**src/rtl/idx_ref_pkg.sv**
```systemverilog
package idx_ref_pkg;

    typedef enum logic [1:0] {
        QUAL_HI_HI = 2'b00,
        QUAL_HI_LO = 2'b01,
        QUAL_LO_HI = 2'b10,
        QUAL_LO_LO = 2'b11
    } qual_code_e;

    typedef struct packed {
        logic level;   // index qualified this cycle
        logic rise;    // first cycle of a qualified index
    } idx_evt_t;

    // Phase levels required by a code: bit 1 selects A, bit 0 selects B (inverted sense).
    function automatic logic qual_match(input qual_code_e code, input logic a,
                                        input logic b, input logic z);
        return z & (a == ~code[1]) & (b == ~code[0]);
    endfunction

endpackage

```
**src/rtl/idx_qualifier.sv**
```systemverilog
module idx_qualifier
    import idx_ref_pkg::*;
(
    input  logic       clk,
    input  logic       rst,
    input  logic       a,
    input  logic       b,
    input  logic       z,
    input  qual_code_e code,
    output idx_evt_t   evt
);
    logic level_prev_q;

    always_comb begin
        evt.level = qual_match(code, a, b, z);
        evt.rise  = evt.level & ~level_prev_q;
    end

    always_ff @(posedge clk) begin
        if (rst) level_prev_q <= 1'b0;
        else     level_prev_q <= evt.level;
    end
endmodule

```
**src/rtl/idx_ref_tracker.sv**
```systemverilog
module idx_ref_tracker #(
    parameter int FORCED = 2
) (
    input  logic clk,
    input  logic rst,
    input  logic rise,
    input  logic clr_en,
    input  logic suppress,
    input  logic rearm,
    output logic clr_pulse,
    output logic referenced
);
    localparam int CW = $clog2(FORCED + 1);
    localparam logic [CW-1:0] LIMIT = CW'(FORCED);

    logic [CW-1:0] seen_q, seen_eff, seen_d;
    logic          forcing, fire, pulse_q;

    always_comb begin
        seen_eff = rearm ? '0 : seen_q;
        forcing  = (seen_eff < LIMIT);
        fire     = rise & ~suppress & (forcing | clr_en);
        seen_d   = (fire && forcing) ? CW'(seen_eff + 1'b1) : seen_eff;
    end

    always_ff @(posedge clk) begin
        if (rst) begin
            seen_q  <= '0;
            pulse_q <= 1'b0;
        end else begin
            seen_q  <= seen_d;
            pulse_q <= fire;
        end
    end

    assign clr_pulse  = pulse_q;
    assign referenced = (seen_q == LIMIT);
endmodule

```
**src/rtl/idx_ref_unit.sv**
```systemverilog
module idx_ref_unit
    import idx_ref_pkg::*;
#(
    parameter int NUM_CH = 3,
    parameter int FORCED = 2
) (
    input  logic              clk,
    input  logic              rst,
    input  logic [NUM_CH-1:0] a_in,
    input  logic [NUM_CH-1:0] b_in,
    input  logic [NUM_CH-1:0] z_in,
    input  logic [1:0]        qual_code,
    input  logic [NUM_CH-1:0] clr_en,
    input  logic              tri_mode,
    input  logic              rearm,
    output logic [NUM_CH-1:0] clr_pulse,
    output logic [NUM_CH-1:0] referenced
);
    qual_code_e code;
    assign code = qual_code_e'(qual_code);

    for (genvar ch = 0; ch < NUM_CH; ch++) begin : g_ch
        idx_evt_t evt;

        idx_qualifier u_qual (
            .clk  (clk),
            .rst  (rst),
            .a    (a_in[ch]),
            .b    (b_in[ch]),
            .z    (z_in[ch]),
            .code (code),
            .evt  (evt)
        );

        idx_ref_tracker #(.FORCED(FORCED)) u_trk (
            .clk        (clk),
            .rst        (rst),
            .rise       (evt.rise),
            .clr_en     (clr_en[ch]),
            .suppress   (tri_mode),
            .rearm      (rearm),
            .clr_pulse  (clr_pulse[ch]),
            .referenced (referenced[ch])
        );
    end
endmodule

```
**config.mk**
```make
export PLATFORM = sky130hd
export DESIGN_NAME = idx_ref_unit
export DESIGN_NICKNAME = d
export VERILOG_FILES = /design/src/rtl/idx_ref_pkg.sv /design/src/rtl/idx_qualifier.sv /design/src/rtl/idx_ref_tracker.sv /design/src/rtl/idx_ref_unit.sv
export SDC_FILE = /design/constraint.sdc
export NUM_CORES = 1
export LEC_CHECK = 0
export CORE_AREA = 2 2 39 41
export DETAILED_ROUTE_END_ITERATION = 6
export DIE_AREA = 0 0 41 43
export DONT_BUFFER_PORTS = 1
export PLACE_DENSITY = 0.65
export SLEW_MARGIN = 40
export SYNTH_ARGS = -nofsm -noshare
export SYNTH_HDL_FRONTEND = slang
export SYNTH_SLANG_ARGS = --single-unit
```
**constraint.sdc**
```tcl
create_clock -name clk -period 1.5 [get_ports clk]
set_input_delay 0.075 -clock clk [delete_from_list [all_inputs] [get_ports clk]]
set_output_delay 0.075 -clock clk [all_outputs]
set_load 0.03 [all_outputs]
```
==> out/results.tsv, run 1 <==
stage	metric	value	unit
worst_setup_path	cell_with_the_largest_stage_delay_on_the_worst_path	dlygate4sd3_1	
synthesis	synthTopCellsByArea	dfxtp_1 43%, nor2_1 12%, xor2_1 9.5%, buf_4 8.1%, o32ai_1 4.7%	
sta	fmax	0.7696	GHz
placed_design	pre_cts_ws	0.4585	ns
power	seq_power_share	50.8	%
clock_tree	cts_hold_buf	9	
finish	fin_nets	96	
power	worst_ir_drop_vdd	479.5	uV
die	floorplan.core_area	1384	um2
power	internal-power	506.0	uW
drt	route.detailed.drc	0	
worst_setup_path	critical_path_required	1.67	ns
clock_tree	clkLatencyLatePin	0.28	ns
global_route	antenna_found_initial	0	
worst_setup_path	worstPathArrival	1.47	ns
synthesis	synth-seq-area-share	43.34	%
min_path	timing.hold.worst.class	in -> reg	
die	die_area	1763	um2
clock_tree	htree_num_levels	1	
sta	timing.final.max_slew_violations	0	
drt	postRouteWirelength	1108	um
sta	timing.final.setup_violations	0	
power	p_sw_share	22.90	%
synthesis	postSynthCellCount	68	
placed_design	place.gp.congestion	0.6989	
synthesis	synth.largest_area_cell	dfxtp_1	
drt	wl_per_cell	11.91	um
worst_setup_path	startpoint_type	primary input	
outcome	status	complete, no violations	
drt	route.detailed.vias_per_inst	5.194	
die	chipWidth	41	um
job	cap_viol_max_count	0	
die	start_util	40.05	%
synthesis	syn-num-nets	86	
placed_design	io_buffer_count	0	
power	switching_power	150.3	uW
placed_design	place_hpwl	776	um
global_route	grt_first_pass_wirelength	1794	um
sta	max-slew-margin-rel	74.50	%
finish	antenna-diode-count	0	
sta	worst_pin_slew	0.3811	ns
synthesis	postSynthRegisterBits	12	
worst_setup_path	sort_of_element_at_the_end_of_the_critical_path	flop	
finish	commonest_non_fill_non_tap_cell_in_the_layout	nor2_1	
sta	finalCriticalPeriod	1.299	ns
clock_tree	postCtsSetupBuffers	0	
drt	met2RoutedLength	534	um
sta	fin_tns_setup	0	ns
finish	areaGrowthSynthToFinish	21.67	%
sta	fin_skew	0.003018	ns
sta	fin_crit_sh	86.62	%
global_route	pin_count_of_the_biggest_net_entering_global_routing	10	
worst_setup_path	crit_path_kind	in -> reg	
drt	detail_route.iter0.violations	12	
power	cellLeakagePower	0.2652	nW
min_path	worst_hold_path.num_cells	2	
synthesis	syn-mean-instance-area	8.151	um2
sta	unrepaired_setup_endpoints_after_global_routing	no	
synthesis	synth.top_cell.area_share	43.34	%
power	share_clk_of_total_power	40.0	%
drt	drt_pass1_iterations	4	
clock_tree	cts_inserted_buffers	3	
finish	drive_above_1_share	9.091	%
drt	dr.max_layer_used	met4	
global_route	groute.usage.overall	15.64	%
power	power_density	973.2	nW/um2
clock_tree	cts_max_path_buffers	2	
worst_setup_path	timing.critical_path.slowest_cell_delay	0.76	ns
synthesis	mappedNetlistArea	554.3	um2
synthesis	synth_cell_type_count	14	
worst_setup_path	timing.critical_path.fanout_max	9	
worst_setup_path	crit_path_frequent_cell	dlygate4sd3_1	
clock_tree	cts.root.buffer_cell	clkbuf_4	
drt	final_antenna_net_count	0	
clock_tree	tritoncts	yes	
worst_setup_path	worstRegToRegCells	3	
clock_tree	cts.clk_slew.worst_paths	0.08	ns
sta	final_hold_viol_count	0	
die	floorplan.io_pins	24	
worst_setup_path	worstPathCellList	dlygate4sd3_1 -> nor2_1 -> dlygate4sd3_1	
synthesis	yosysWarningCount	0	
global_route	grt_remaining_overflow	0	
die	die_height	43	um
drt	dr_wl_met3	87	um
drt	routedLengthMet1	440	um
finish	layout.cells.most_common_list	17 x nor2_1, 12 x dfxtp_1, 9 x dlygate4sd3_1	
drt	vias	483	
global_route	grt_pass1_vias	439	
die	std_cell_rows	14	
clock_tree	postCtsResizedCells	0	
clock_tree	clock-sinks	12	
power	combPwrFrac	9.2	%
sta	finalWorstSetupSlack	0.2006	ns
==> path summary, 6_finish.rpt <==
check	startpoint	to	slack [ns]
worst max-delay path	rst	g_ch[2].u_qual.level_prev_q	0.20
worst min-delay path	rearm	g_ch[1].u_trk.seen_q[0]	0.02
worst max register to register	g_ch[1].u_qual.level_prev_q	g_ch[1].u_trk.seen_q[0]	0.48
worst min register to register	g_ch[1].u_trk.seen_q[1]	g_ch[1].u_trk.seen_q[1]	0.50
==> registers in the layout, summed over array words and instances (netlist names) <==
name and count:
g_ch.u_qual.level_prev_q 3, g_ch.u_trk.clr_pulse 3, g_ch.u_trk.seen_q 6
==> power groups by stage <==
| stage | clock network (mW) | registers (mW) | logic, mW |
|---|---|---|---|
| global route | 0.277 | 0.335 | 0.0694 |
| floorplan | 0 | 0.336 | 0.0414 |
| finish | 0.263 | 0.333 | 0.0603 |
| global placement | 0 | 0.341 | 0.0352 |
| CTS | 0.268 | 0.334 | 0.0596 |
| detailed placement | 0 | 0.341 | 0.0365 |
==> Yosys cell counts, drive strengths merged <==
library cell,number
o32ai,3
nand3,3
o21ai,3
nor2,17
nand2,6
nor2b,3
xor2,6
nor3b,2
dfxtp,12
nand4,3
buf,6
a211oi,1
clkbuf,1
nor3,2
==> kinds of logic (layout without fill, tap and decap cells) <==
group,count (synthesis),after routing,synth area share [%]
compound gates,7,7,8.804
xor+xnor,6,6,9.481
buf+inv,7,16,8.802
flops,12,12,43.34
simple gates,36,36,29.57
==> cell type report <==
| cell class | count | area [um2] |
|---|---|---|
| fillers | 142 | 709.4 |
| multi-input cells | 49 | 265.3 |
| clock buffers | 4 | 36.28 |
| repair buffers | 12 | 112.6 |
| well taps | 16 | 20.02 |
| flip-flops and latches | 12 | 240.2 |
==> metal layers <==
| metal | GRT usage (%) | up-vias |
|---|---|---|
| met5 | 0 | - |
| met4 | 12.00 | 0 |
| met3 | 3.665 | 5 |
| met2 | 22.19 | 21 |
| met1 | 19.28 | 212 |
| li1 | - | 245 |
==> through the flow <==
step | instance area (um2) | total power, mW | hold slack (ns) | util [%] | instances
floorplan | 554.3 | 0.3776 | 0.2009 | - | 68
CTS | 674.4 | 0.6612 | 0.01550 | 48.73 | 93
global placement | 548.0 | 0.3760 | 0.1483 | 39.60 | 80
finish | 674.4 | 0.6563 | 0.02032 | 48.73 | 93
detailed placement | 548.0 | 0.3776 | 0.1502 | 39.60 | 80
global route | 674.4 | 0.6809 | 0.02386 | 48.73 | 93
==> worst max-delay path, delay by kind of cell <==
kind                   cells  cell delay, ns
buffers and inverters      2            1.31
AND/OR/NAND/NOR            1            0.08
No activity file was read; power rests on OpenSTA's default activity.
==> run 2: changes to the inputs <==
==> constraint.sdc (replaced) <==
create_clock -name clk -period 1.5 [get_ports clk]
set_input_delay 0.075 -clock clk [delete_from_list [all_inputs] [get_ports clk]]
set_output_delay 0.075 -clock clk [all_outputs]
set_load 0.02 [all_outputs]
==> out/results.tsv, run 2 (synthesis results as in run 1) <==
stage	metric	value	unit
drt	drt_pass1_iterations	4	
job	cap_viol_max_count	0	
finish	antenna-diode-count	0	
global_route	grt_pass1_vias	382	
die	floorplan.io_pins	24	
drt	route.detailed.vias_per_inst	5.298	
global_route	antenna_found_initial	0	
global_route	pin_count_of_the_biggest_net_entering_global_routing	10	
power	switching_power	122.7	uW
power	share_clk_of_total_power	32.9	%
finish	num-fill-cells	139	
sta	fin_tns_setup	0	ns
min_path	timing.hold.worst.class	in -> reg	
die	floorplan.core_area	1384	um2
placed_design	place.gp.congestion	0.6401	
sta	worst_pin_slew	0.4024	ns
finish	layout.cells.most_common_list	17 x nor2_1, 12 x dfxtp_1, 6 x xor2_1, 6 x nand2_1, 4 x dlygate4sd3_1	
global_route	groute.usage.overall	12.79	%
sta	timing.final.max_slew_violations	0	
power	p_sw_share	21.76	%
drt	vias	445	
outcome	status	complete, no violations	
die	die_area	1763	um2
worst_setup_path	crit_path_kind	in -> reg	
drt	wl_per_cell	11.01	um
global_route	grt_remaining_overflow	0	
clock_tree	cts.clk_slew.worst_paths	0.07	ns
clock_tree	postCtsResizedCells	0	
sta	unrepaired_setup_endpoints_after_global_routing	no	
power	combPwrFrac	8.2	%
clock_tree	htree_num_levels	1	
finish	drive_above_1_share	4.412	%
placed_design	place_hpwl	744.3	um
placed_design	io_buffer_count	0	
worst_setup_path	sort_of_element_at_the_end_of_the_critical_path	flop	
clock_tree	cts.root.buffer_cell	clkbuf_4	
clock_tree	cts_inserted_buffers	3	
die	die_height	43	um
global_route	grt_first_pass_wirelength	1566	um
power	seq_power_share	58.9	%
sta	fmax	0.7736	GHz
worst_setup_path	critical_path_required	1.65	ns
power	internal-power	441.3	uW
power	cellLeakagePower	0.2235	nW
worst_setup_path	worstPathArrival	1.44	ns
finish	commonest_non_fill_non_tap_cell_in_the_layout	nor2_1	
die	std_cell_rows	14	
worst_setup_path	startpoint_type	primary input	
clock_tree	cts_max_path_buffers	2	
sta	timing.final.setup_violations	0	
power	fin_total_pwr	564.0	uW
die	start_util	40.05	%
die	chipWidth	41	um
worst_setup_path	timing.critical_path.fanout_max	9	
clock_tree	clkLatencyLatePin	0.26	ns
drt	postRouteWirelength	925	um
sta	fin_skew	0.001166	ns
sta	fin_crit_sh	86.18	%
drt	final_antenna_net_count	0	
sta	final_hold_viol_count	0	
power	power_density	959.1	nW/um2
finish	areaGrowthSynthToFinish	6.095	%
sta	max-slew-margin-rel	73.12	%
clock_tree	tritoncts	yes	
clock_tree	clock-sinks	12	
finish	largest_register_ff_count	6	
drt	route.detailed.drc	0	
sta	finalCriticalPeriod	1.293	ns
finish	fin_nets	88	
drt	detail_route.iter0.violations	6	
finish	registers.top_by_ff_count	g_ch.u_trk.seen_q	
power	worst_ir_drop_vdd	400.2	uV
==> run 2: changes by cell type in the layout (fill, tap and decap cells not counted), sizes merged <==
| cell | before | now |
|---|---|---|
| dlygate4sd3 | 9 | 4 |
| buf | 3 | 0 |
| clkbuf | 4 | 3 |
==> run 2: area by class of cell <==
type / instances / area (um2) / area share [%]
Tap cell: 16 / 20.02 / 3.404
Timing Repair Buffer: 4 / 40.04 / 6.809
Multi-Input combinational cell: 49 / 265.3 / 45.11
Sequential cell: 12 / 240.2 / 40.85
Clock buffer: 3 / 22.52 / 3.830
==> run 2: metrics by stage <==
step | cells | instance area [um2] | worst slack (ns) | util (%) | hold slack, ns
after global routing | 84 | 588.1 | 0.1755 | 42.50 | 0.003806
final | 84 | 588.1 | 0.2073 | 42.50 | 0.01762
after floorplan | 68 | 554.3 | 0.6513 | - | 0.2009
after CTS | 84 | 588.1 | 0.2126 | 42.50 | 0.01025
after global placement | 77 | 525.5 | 0.5475 | 37.97 | 0.1488
after detailed placement | 77 | 525.5 | 0.5423 | 37.97 | 0.1516
==> run 2: power by group through the flow <==
stage	sequential, mW	combinational (mW)	clock [mW]
final	0.332	0.0463	0.186
after global routing	0.333	0.0548	0.208
after CTS	0.332	0.0468	0.189
after detailed placement	0.340	0.0361	0
after global placement	0.339	0.0352	0
after floorplan	0.336	0.0399	0
==> run 2: path summary, 6_finish.rpt <==
kind / startpoint / endpoint / slack [ns] / cells after the start
worst min-delay path: rearm / g_ch[0].u_trk.seen_q[0] / 0.02 / 2
worst min register to register: g_ch[0].u_trk.seen_q[1] / g_ch[0].u_trk.seen_q[1] / 0.50 / 2
worst max register to register: g_ch[1].u_qual.level_prev_q / g_ch[1].u_trk.seen_q[0] / 0.53 / 3
worst max-delay path: rst / g_ch[0].u_qual.level_prev_q / 0.21 / 3
==> run 2: repair_timing <==
| action | in CTS | in global routing |
|---|---|---|
| endpoints found under the setup margin | 0 | 0 |
| buffers inserted | 0 | 0 |
| hold endpoints to repair | 9 | 0 |
| hold buffers | 4 | 0 |
==> run 2: critical path, cell delays in order <==
cell and delay [ns]:
dlygate4sd3_1 0.73, nor2_1 0.08, dlygate4sd3_1 0.55
==> run 2: routing by layer <==
metal  track usage (%)  routed length (um)  vias up
li1                  -                   -      226
met1             17.86                 404      198
met2             17.50                 427       19
met3             3.665                  80        2
met4             6.000                  12        0
met5                 0                   0        -
==> run 3: changes to the inputs <==
--- a/config.mk
+++ b/config.mk
@@ -5,11 +5,12 @@
 export SDC_FILE = /design/constraint.sdc
 export NUM_CORES = 1
 export LEC_CHECK = 0
+export ABC_AREA = 1
 export CORE_AREA = 2 2 39 41
 export DETAILED_ROUTE_END_ITERATION = 6
 export DIE_AREA = 0 0 41 43
 export DONT_BUFFER_PORTS = 1
-export PLACE_DENSITY = 0.65
+export PLACE_DENSITY = 0.74
 export SLEW_MARGIN = 40
 export SYNTH_ARGS = -nofsm -noshare
 export SYNTH_HDL_FRONTEND = slang
==> out/results.tsv, run 3 <==
stage	metric	value	unit
outcome	status	complete, no violations	
synthesis	synthFlopType	dfxtp_1	
worst_setup_path	crit_path_kind	reg -> out	
synthesis	synth-seq-area-share	35.96	%
synthesis	mappedNetlistArea	668.1	um2
global_route	antenna_found_initial	0	
clock_tree	cts.root.buffer_cell	clkbuf_4	
global_route	pin_count_of_the_biggest_net_entering_global_routing	11	
sta	unrepaired_setup_endpoints_after_global_routing	no	
finish	largest_register_ff_count	6	
synthesis	postSynthRegisterBits	12	
sta	timing.final.max_slew_violations	0	
finish	areaGrowthSynthToFinish	5.618	%
synthesis	postSynthCellCount	108	
worst_setup_path	worstPathArrival	0.94	ns
die	die_area	1763	um2
worst_setup_path	sort_of_element_at_the_end_of_the_critical_path	primary output	
finish	antenna-diode-count	0	
global_route	grt_first_pass_wirelength	1704	um
die	std_cell_rows	14	
sta	fin_tns_setup	0	ns
power	p_sw_share	23.72	%
power	share_clk_of_total_power	39.1	%
die	floorplan.core_area	1384	um2
placed_design	place_hpwl	914.4	um
sta	worst_pin_slew	0.3865	ns
placed_design	placed_cells	117	
clock_tree	cts_max_path_buffers	2	
sta	max-slew-margin-rel	74.14	%
global_route	grt_remaining_overflow	0	
drt	route.detailed.drc	0	
sta	fmax	0.9810	GHz
synthesis	yosysWarningCount	0	
finish	drive_above_1_share	9.259	%
synthesis	synth.largest_area_cell	dfxtp_1	
clock_tree	cts_inserted_buffers	3	
power	seq_power_share	50.2	%
drt	vias	583	
clock_tree	clkLatencyLatePin	0.28	ns
sta	final_hold_viol_count	0	
clock_tree	htree_num_levels	1	
finish	num-fill-cells	150	
die	floorplan.io_pins	24	
clock_tree	tritoncts	yes	
power	fin_total_pwr	659.7	uW
sta	timing.hold.ws	0.004202	ns
power	internal-power	503.3	uW
drt	route.detailed.vias_per_inst	4.702	
synthesis	synth.top_cell.area_share	35.96	%
die	start_util	48.28	%
power	cellLeakagePower	0.3283	nW
clock_tree	cts.clk_slew.worst_paths	0.08	ns
synthesis	asyncSetResetFlopFracSynth	0	%
finish	commonest_non_fill_non_tap_cell_in_the_layout	nor2_1	
sta	fin_skew	0.009585	ns
drt	detail_route.iter0.violations	4	
synthesis	ys_top_cells_by_count	24 x nor2_1, 23 x inv_1, 21 x nand2_1	
power	switching_power	156.5	uW
synthesis	synth_cell_type_count	12	
die	die_height	43	um
synthesis	synth_most_common_cell	nor2_1	
drt	postRouteWirelength	1153	um
synthesis	syn-num-nets	126	
finish	registers.top_by_ff_count	g_ch.u_trk.seen_q	
drt	drt_pass1_iterations	4	
sta	finalCriticalPeriod	1.019	ns
power	power_density	934.9	nW/um2
finish	finish.cell_count_without_fillers	124	
global_route	groute.usage.overall	14.83	%
drt	wl_per_cell	9.298	um
die	chipWidth	41	um
sta	timing.final.setup_violations	0	
finish	layout.cells.most_common_list	24 x nor2_1, 23 x inv_1, 21 x nand2_1	
worst_setup_path	timing.critical_path.fanout_max	2	
sta	fin_crit_sh	67.95	%
min_path	timing.hold.worst.class	in -> reg	
global_route	grt_pass1_vias	453	
synthesis	number_of_synthesized_flops_with_an_enable_pin	0	
power	worst_ir_drop_vdd	403.5	uV
power	combPwrFrac	10.8	%
placed_design	io_buffer_count	0	
finish	fin_nets	127	
synthesis	syn-mean-instance-area	6.186	um2
placed_design	place.gp.congestion	0.8082	
synthesis	synthTopCellsByArea	dfxtp_1 36%, nor2_1 13%, inv_1 13%, nand2_1 12%, buf_4 6.7%	
drt	final_antenna_net_count	0	
clock_tree	clock-sinks	12	
worst_setup_path	startpoint_type	flop	
job	cap_viol_max_count	0	
worst_setup_path	critical_path_required	1.42	ns
## run 3: cell types whose count changed in the layout (fill, tap and decap cells not counted), sizes merged, moves of 6 or more
| cell | change |
|---|---|
| nand2 | +15 |
| xor2 | -6 |
| nor2 | +13 |
| inv | +23 |
## run 3: worst paths after layout
kind / slack, ns / start / cells after the start / end
worst min register to register: 0.58 / g_ch[0].u_trk.seen_q[1] / 4 / g_ch[0].u_trk.seen_q[1]
worst max register to register: 0.58 / g_ch[2].u_qual.level_prev_q / 5 / g_ch[2].u_trk.seen_q[1]
worst max-delay path: 0.48 / g_ch[1].u_trk.seen_q[1] / 2 / referenced[1]
worst min-delay path: 0.004 / clr_en[2] / 2 / g_ch[2].u_trk.clr_pulse
## run 3: layout make-up
cell class	count	area, um2	area share (%)
flip-flops and latches	12	240.2	34.04
inverters	23	86.33	12.23
clock buffers	4	36.28	5.142
well taps	16	20.02	2.837
multi-input cells	66	292.8	41.49
repair buffers	3	30.03	4.255
## run 3: metrics by stage
step           setup WS [ns]  cell area, um2  util, %
2_1_floorplan         0.7010           668.1        -
3_3_place_gp          0.6389           639.4    46.20
3_5_place_dp          0.6067           639.4    46.20
4_1_cts               0.4713           705.7    50.99
5_1_grt               0.4279           705.7    50.99
6_report              0.4807           705.7    50.99
## run 3: power by group through the flow
stage,sequential [mW],clock [mW],combinational [mW]
2_1_floorplan,0.336,0,0.0618
3_3_place_gp,0.339,0,0.0602
3_5_place_dp,0.339,0,0.0615
4_1_cts,0.331,0.260,0.0715
5_1_grt,0.332,0.275,0.0818
6_report,0.331,0.258,0.0710
## run 3: worst max-delay path: stages (launching register included)
cell and delay (ns):
dfxtp_1 0.31, inv_1 0.05, nor2_1 0.31
## run 3: cell families (layout without fill, tap and decap cells)
group,after synthesis,after routing,share of synthesized area (%)
and+or+nand+nor,60,60,38.20
DFF,12,12,35.95
buffers and inverters,30,30,20.22
AOI/OAI and AO/OA,6,6,5.617
## run 3: per-layer routing
layer | share of wire [%] | vias to the layer above | track usage, % | wire length (um)
met3 | 6.2 | 5 | 3.665 | 71
li1 | - | 314 | - | -
met2 | 43 | 23 | 21.25 | 501
met1 | 47 | 241 | 17.65 | 539
met5 | 0 | - | 0 | 0
met4 | 3.6 | 0 | 12.00 | 42
## run 3: timing repair
item	CTS	global route
endpoints found under the hold margin	12	0
setup buffers	0	0
gates resized for setup	0	0
hold buffers	3	0
